### config.mk
export PLATFORM = sky130hd
export DESIGN_NAME = lpm_ctrl
export DESIGN_NICKNAME = d
export VERILOG_FILES = /design/src/rtl/lpm_pkg.sv /design/src/rtl/lpm_req_check.sv /design/src/rtl/lpm_domain_map.sv /design/src/rtl/lpm_gear.sv /design/src/rtl/lpm_ctrl.sv
export SDC_FILE = /design/constraint.sdc
export NUM_CORES = 1
export LEC_CHECK = 0
export CAP_MARGIN = 40
export CORE_AREA = 2 2 39 41
export DETAILED_ROUTE_END_ITERATION = 8
export DIE_AREA = 0 0 41 43
export GPL_ROUTABILITY_DRIVEN = 0
export GPL_TIMING_DRIVEN = 0
export PLACE_DENSITY = 0.81
export SYNTH_ARGS = -nofsm -noshare
export SYNTH_HDL_FRONTEND = slang
export SYNTH_SLANG_ARGS = --single-unit
export TNS_END_PERCENT = 100
### constraint.sdc
create_clock -name clk -period 1.7 [get_ports clk]
set_clock_uncertainty 0.2 [all_clocks]
set_input_delay 0.425 -clock clk [delete_from_list [all_inputs] [get_ports clk]]
set_output_delay 0.425 -clock clk [all_outputs]
set_load 0.05 [all_outputs]
### src/rtl/lpm_pkg.sv
package lpm_pkg;
    localparam int NDOM   = 7;
    localparam int MODE_W = 3;

    localparam int D_CORE = 0;
    localparam int D_TBD  = 1;
    localparam int D_PLL  = 2;
    localparam int D_MEMC = 3;
    localparam int D_RTC  = 4;
    localparam int D_PIT  = 5;
    localparam int D_COMM = 6;

    typedef enum logic [MODE_W-1:0] {
        S_FHIGH  = 3'd0,
        S_FLOW   = 3'd1,
        S_DOZE   = 3'd2,
        S_SLEEP  = 3'd3,
        S_DEEP   = 3'd4,
        S_STOP   = 3'd5,
        S_RELOCK = 3'd6
    } state_t;

    localparam logic [MODE_W-1:0] LAST_MODE = 3'd5;
endpackage

### src/rtl/lpm_req_check.sv
module lpm_req_check
    import lpm_pkg::*;
(
    input  state_t            state,
    input  logic              req_valid,
    input  logic [MODE_W-1:0] req_code,
    output logic              accept,
    output logic              reject
);
    logic at_full;
    logic code_ok;

    always_comb begin
        at_full = (state == S_FHIGH) || (state == S_FLOW);
        code_ok = (req_code <= LAST_MODE);
        accept  = req_valid && at_full && code_ok;
        reject  = req_valid && !accept;
    end
endmodule

### src/rtl/lpm_domain_map.sv
module lpm_domain_map
    import lpm_pkg::*;
(
    input  state_t          state,
    output logic [NDOM-1:0] en
);
    always_comb begin
        en = '0;
        unique case (state)
            S_FHIGH, S_FLOW: en = '1;
            S_DOZE: begin
                en[D_TBD]  = 1'b1;
                en[D_PLL]  = 1'b1;
                en[D_MEMC] = 1'b1;
                en[D_RTC]  = 1'b1;
                en[D_PIT]  = 1'b1;
            end
            S_SLEEP, S_RELOCK: begin
                en[D_PLL] = 1'b1;
                en[D_RTC] = 1'b1;
                en[D_PIT] = 1'b1;
            end
            S_DEEP: begin
                en[D_RTC] = 1'b1;
                en[D_PIT] = 1'b1;
            end
            S_STOP: en = '0;
            default: en = '0;
        endcase
    end
endmodule

### src/rtl/lpm_gear.sv
module lpm_gear
    import lpm_pkg::*;
#(
    parameter int GEAR_W = 3
) (
    input  logic              clk,
    input  logic              rst,
    input  state_t            state,
    input  logic              accept,
    input  logic [MODE_W-1:0] req_code,
    input  logic [GEAR_W-1:0] req_gear,
    output logic [GEAR_W-1:0] gear_sel
);
    logic [GEAR_W-1:0] gear_q;

    always_ff @(posedge clk) begin
        if (rst)
            gear_q <= '0;
        else if (accept && req_code == S_FLOW)
            gear_q <= req_gear;
    end

    always_comb gear_sel = (state == S_FLOW) ? gear_q : '0;

    p_gear_idle_r3: assert property (@(posedge clk) disable iff (rst)
        (state != S_FLOW) |-> (gear_sel == '0));
endmodule

### src/rtl/lpm_ctrl.sv
module lpm_ctrl
    import lpm_pkg::*;
#(
    parameter int GEAR_W = 3
) (
    input  logic                    clk,
    input  logic                    rst,
    input  logic                    req_valid,
    input  logic [MODE_W-1:0]       req_code,
    input  logic [GEAR_W-1:0]       req_gear,
    input  logic                    wake,
    input  logic                    pll_lock,
    output logic [NDOM-1:0]         dom_en,
    output logic [GEAR_W-1:0]       gear_sel,
    output logic [MODE_W-1:0]       cur_mode,
    output logic                    req_err
);
    state_t state_q, state_d;
    logic   accept, reject;

    lpm_req_check u_chk (
        .state     (state_q),
        .req_valid (req_valid),
        .req_code  (req_code),
        .accept    (accept),
        .reject    (reject)
    );

    lpm_domain_map u_map (
        .state (state_q),
        .en    (dom_en)
    );

    lpm_gear #(.GEAR_W(GEAR_W)) u_gear (
        .clk      (clk),
        .rst      (rst),
        .state    (state_q),
        .accept   (accept),
        .req_code (req_code),
        .req_gear (req_gear),
        .gear_sel (gear_sel)
    );

    always_comb begin
        state_d = state_q;
        unique case (state_q)
            S_FHIGH, S_FLOW: if (accept) state_d = state_t'(req_code);
            S_DOZE, S_SLEEP: if (wake) state_d = S_FHIGH;
            S_DEEP, S_STOP:  if (wake) state_d = S_RELOCK;
            S_RELOCK:        if (pll_lock) state_d = S_FHIGH;
            default:         state_d = S_FHIGH;
        endcase
    end

    always_ff @(posedge clk) begin
        if (rst) begin
            state_q <= S_FHIGH;
            req_err <= 1'b0;
        end else begin
            state_q <= state_d;
            if (accept)
                req_err <= 1'b0;
            else if (reject)
                req_err <= 1'b1;
        end
    end

    always_comb cur_mode = state_q;

    p_low_req_flag_r5: assert property (@(posedge clk) disable iff (rst)
        (req_valid && state_q != S_FHIGH && state_q != S_FLOW) |=> req_err);
    p_low_req_hold_r5: assert property (@(posedge clk) disable iff (rst)
        (req_valid && !wake && (state_q == S_DOZE || state_q == S_SLEEP))
        |=> (cur_mode == $past(cur_mode)));
    p_fast_wake_r7: assert property (@(posedge clk) disable iff (rst)
        (wake && (state_q == S_DOZE || state_q == S_SLEEP)) |=> (dom_en == '1));
    p_slow_wake_r8: assert property (@(posedge clk) disable iff (rst)
        (wake && (state_q == S_DEEP || state_q == S_STOP)) |=> (cur_mode == S_RELOCK));
    p_relock_gate_r8: assert property (@(posedge clk) disable iff (rst)
        (state_q == S_RELOCK) |-> (!dom_en[D_CORE] && dom_en[D_PLL] && !dom_en[D_MEMC]));
    p_relock_wait_r8: assert property (@(posedge clk) disable iff (rst)
        (state_q == S_RELOCK && !pll_lock) |=> (cur_mode == S_RELOCK));
    p_err_clear_r6: assert property (@(posedge clk) disable iff (rst)
        accept |=> !req_err);
endmodule

* Word-level counts from Yosys, hierarchy flattened *
Cells that the tools add are included.

storage, ports and cells
  flip-flop bits (word level) = 7
  output and inout bits = 14
  logic and storage cells = 40
  input bits = 11

cells by class
  multiplexer cells = 10
  order comparisons = 1
  reduce and logical (&&, ||, !) cells = 15
  eq/ne operators = 11

operator list
  kind                                                                    number
  3-bit two-way mux                                                       5
  3-bit case mux with 4 select lines                                      1
  3-bit equality test (second input constant)                             3
  2-bit OR reduction                                                      4
  3-bit by 1-bit equality test with 1-bit output (second input constant)  2
  3-bit by 2-bit equality test with 1-bit output (second input constant)  2
  2-bit != test (second input constant)                                   3
  6-bit OR reduction                                                      1
  5-bit OR reduction                                                      1
  1-bit logical AND                                                       4
  4-bit AND reduction                                                     1
  3-bit less-or-equal comparator (second input constant)                  1
  3-bit zero test                                                         1
  1-bit two-way mux                                                       3
  3-bit OR reduction                                                      1
  2-bit two-way mux                                                       1
  2-bit by 1-bit != test with 1-bit output (second input constant)        1
  1-bit zero test                                                         1
  1-bit logical OR                                                        1

* Longest topological paths before layout *
  word-level depth = 6
  mapped depth = 4
  gate-level depth less buffers = 3

* Modules after synthesis *
Synthesis repeated with hierarchy kept, for this count alone.

second synthesis, totals
  cell total of the unflattened synthesis = 50
  area total of the unflattened synthesis = 444.2 sq um

modules (own cells, without submodules)
  module          area each (sq um)  times used  cells an instance  seq. area each (sq um)
  lpm_ctrl        205.2              1           22                 80.1
  lpm_gear        166.4              1           17                 60.1
  lpm_domain_map  47.5               1           8                  0.0
  lpm_req_check   25.0               1           3                  0.0

* Worst setup path after synthesis *
No wires, ideal clock.

  path type = register to output
  start = reg state_q[1], in the netlist cur_mode[1]
  end = out dom_en[2]
  required time = 1075 ps
  path slack = -892 ps
  path buffers = 1
  stages on the path, launching flop included = 4
  arrival = 1967 ps
  cells stage by stage = dfxtp_1 -> buf_6 -> inv_1 -> o21ai_0

between the ends
  cells in the longest elaborated chain, start to end = 3
  elaborated cells between the ends (all ways) = 7
  those cells by class = 4 x eq/ne; 1 x mux; 2 x reduce/logical

ends and longest elaborated chain
  item                                                                    RTL line             RTL
  start: declaration                                                      lpm_ctrl.sv:18       state_t state_q, state_d;
  start signal: assignment                                                lpm_ctrl.sv:60       state_q <= state_d;
  3-bit by 1-bit equality test with 1-bit output (tied with other cells)  lpm_domain_map.sv:9  unique case (state)
  5-bit OR reduction (no line) *                                          -
  1-bit two-way mux *                                                     lpm_domain_map.sv:9
  end: declaration                                                        lpm_ctrl.sv:13       output logic [NDOM-1:0] dom_en,

Mark *: on every way between the ends. The rest lies on a longest branch, timed or not.

* Worst setup path in the final report *
  start = reg state_q[2], in the netlist cur_mode[2]
  end = out dom_en[3]

between the ends
  cells in the longest elaborated chain, start to end = 3
  elaborated cells between the ends (all ways) = 5
  those cells by class = 2 x eq/ne; 1 x mux; 2 x reduce/logical

ends and longest elaborated chain
  item                                                                    RTL line
  3-bit by 1-bit equality test with 1-bit output (tied with other cells)  lpm_domain_map.sv:9
  3-bit OR reduction (no line) *                                          -
  1-bit two-way mux *                                                     lpm_domain_map.sv:9

Marks and branches as above.

==> out/metrics.csv <==
stage,metric,value,unit
placement,placement.cell_area,779.5,µm²
global_routing,groute.usage.overall,0.1772,
min_path,worstHoldStart,u_gear.gear_q[0],
floorplanning,dieWidth,41,µm
finish,final_design_area_no_fill,934.6,µm²
synthesis,synth_most_common_cell,dfxtp_1,
pwr,power.switching_fraction,0.3611,
critical_path,worstSetupStartpoint,cur_mode[2],
floorplanning,die_y,43,µm
synthesis,yosysTopAreaCell,dfxtp_1,
synthesis,synthesis.yosys.warnings,0,
synthesis,syn-mean-instance-area,8.876,µm²
pwr,power.share.clock,0.240,
pwr,post-layout-total-power,627.8,µW
pwr,power_leakage,0.0003920,µW
sta,timing.final.ws_setup,-0.1991,ns
flow_run,total_of_max_cap_violations,0,
synthesis,synth_top_flop_cell,dfxtp_1,
clock_network,numCtsBuffers,3,
pwr,seq_power_share,0.295,
finish,final.fill_count,109,
synthesis,async_reset_ff_frac,0,
critical_path,cp-start-kind,flop,
sta,slew_worst_pin,0.3627,ns
global_routing,pin_count_of_the_biggest_net_entering_global_routing,11,
min_path,timing.hold.worst.class,reg -> reg,
finish,final-instance-count-excl-fill,103,
sta,hold_slack,0.2830,ns
clock_network,clkTransAtPathRegs,0.05,ns
synthesis,top_cells_by_instance_count_after_synthesis,"dfxtp_1 (7), nand2b_1 (6), a21oi_1 (4), buf_4 (4)",
floorplanning,core-area,1384,µm²
floorplanning,dieArea,1763,µm²
global_routing,grt_pass1_vias,505,
route,detail_route.wirelength,1.359,mm
synthesis,number_of_distinct_library_cells_after_synthesis,26,
clock_network,cts.hold.buffers_added,0,
critical_path,setup.worst_path.class,reg -> out,
global_routing,grt_pass1_wl,2.083,mm
critical_path,cp.required,1.07,ns
pwr,combPwrFrac,0.465,
pwr,worst_ir_drop_on_vdd,335.5,µV
finish,area.sequential,151.4,µm²
floorplanning,boundaryPins,25,
synthesis,netlist_instances,53,
synthesis,synth_top_area_share,0.2979,
synthesis,netlist_top_cells_area,"dfxtp_1 (30%), nand2b_1 (8.0%), mux2i_1 (6.4%)",
route,vias_per_cell,5.068,
floorplanning,starting_density_of_the_core,0.3400,
finish,antenna_diode_instance_count,0,
clock_network,ctsLongestPathBuffers,2,
critical_path,endpoint_kind,primary output,
sta,finalHoldViolCount,0,
sta,timing.final.setup_violations,10,
global_routing,antenna_found_initial,0,
clock_network,clock-sinks,7,
clock_network,cts_root_buffer,clkbuf_4,
pwr,net-switching-power,226.7,µW
sta,finalCritPeriodShare,1.117,
finish,post-route-util,0.6754,
placement,io_buffers,23,
finish,multi_input_comb_area,335.3,µm²
finish,final_nets,99,
clock_network,clkLatencyLatePin,0.25,ns
pwr,p_int,401.1,µW
status,outcome,"complete, but fails checks",
clock_network,ctsHtreeMaxLevel,1,
critical_path,cp.arrival,1.27,ns
route,vias,522,
critical_path,critical_path.reg2reg.startpoint,cur_mode[1],
sta,final-max-slew-violation-count,0,
synthesis,ys_seq_area_frac,0.2979,
critical_path,cp_max_fo,4,
sta,period_minus_slack,1.899,ns
clock_network,cts_tree,done,
finish,drive_above_1_share,0.5402,
route,drt_iter0_markers,2,
status,failed_checks,setup timing,
synthesis,post_synth_design_cell_area,470.5,µm²
route,drt-wirelength-per-cell,13.19,µm
route,drtAntennaViolNets,0,
route,drt_pass1_iterations,4,
sta,grt_setup_unrepaired,yes,
finish,layout-area-overhead-vs-synth,98.67,%
global_routing,globalRouteOverflowTotal,0,
sta,maxSlewHeadroom,0.7582,
placement,dp.final_hpwl,896.9,µm
sta,achievable-frequency,526.6,MHz
pwr,cellPowerDensity,671.7,nW/µm²
placement,placed_cells,92,
synthesis,postSynthRegisterBits,7,
synthesis,synth_edf_count,0,
synthesis,net_count_synth,64,
route,route.detailed.drc,0,
floorplanning,placement_rows,14,
-- layout by cell type (no fill, tap or decap), types with 2 or more instances in the layout --
| cell type | Yosys | final |
|---|---|---|
| a21oi_1 | 4 | 3 |
| and2_4 | 0 | 3 |
| nor2_1 | 2 | 2 |
| clkdlybuf4s15_2 | 0 | 2 |
| clkbuf_4 | 0 | 3 |
| buf_4 | 4 | 8 |
| clkdlybuf4s50_1 | 0 | 7 |
| buf_8 | 0 | 11 |
| mux2i_1 | 3 | 3 |
| and4bb_2 | 2 | 2 |
| dfxtp_1 | 7 | 4 |
| dfxtp_4 | 0 | 3 |
| buf_6 | 1 | 4 |
| nand2b_1 | 6 | 6 |
-- cell type report --
type | instances | share of cell area
multi-input combinational | 38 | 0.3588
tap | 16 | 0.02142
timing repair buffer | 30 | 0.3454
buffer | 7 | 0.08032
clock buffer | 4 | 0.02811
sequential | 7 | 0.1620
inverter | 1 | 0.004016
-- registers in the layout (all words and copies together), names as in the netlist --
signal	flops
u_gear.gear_q	3
req_err	1
cur_mode	3
-- worst max-delay path, cell delays in order (launching register included) --
cell	delay, ns
dfxtp_4	0.35
buf_8	0.12
buf_4	0.15
a21oi_4	0.15
buf_6	0.12
buf_8	0.13
-- power by group through the flow --
stage / clock (µW) / combinational, µW / sequential, µW
2_1_floorplan: 0 / 134 / 214
3_3_place_gp: 0 / 237 / 187
3_5_place_dp: 0 / 240 / 188
4_1_cts: 160 / 271 / 184
5_1_grt: 169 / 307 / 186
6_report: 151 / 292 / 185
-- cells by family after synthesis --
logic type,Yosys count,share of synthesized area
flip-flops,7,0.2979
AO/OA/AOI/OAI,12,0.1569
multiplexers,3,0.06383
buffers and inverters,8,0.1143
AND/OR/NAND/NOR,23,0.3671
-- timing repair --
item / in CTS / in global routing
pin swaps: 5 / 5
setup endpoints to repair: 17 / 15
buffers inserted: 5 / 2
gates resized for setup: 88 / 16
-- metal layers --
metal	share of wire	vias up	global-route usage
met2	0.54	20	0.2969
met3	0.062	2	0.03665
met5	0	-	0
li1	-	256	-
met4	0.0081	0	0.1000
met1	0.39	244	0.1916
-- metrics by stage --
step	worst slack (ns)	setup TNS, ns
3_5_place_dp	-0.6495	-6.409
4_1_cts	-0.2145	-0.9166
6_report	-0.1991	-1.208
2_1_floorplan	-0.03149	-0.03149
5_1_grt	-0.2315	-1.616
3_3_place_gp	-0.6589	-6.221
-- final timing paths --
| kind | end | slack [ns] | cells after the start |
|---|---|---|---|
| setup / recovery | dom_en[3] | -0.20 | 5 |
| hold / removal | u_gear.gear_q[0] | 0.28 | 2 |
| setup reg to reg | u_gear.gear_q[1] | 0.17 | 6 |
| hold reg to reg | u_gear.gear_q[0] | 0.28 | 2 |
Note: power is estimated with default switching activity, not from simulation.
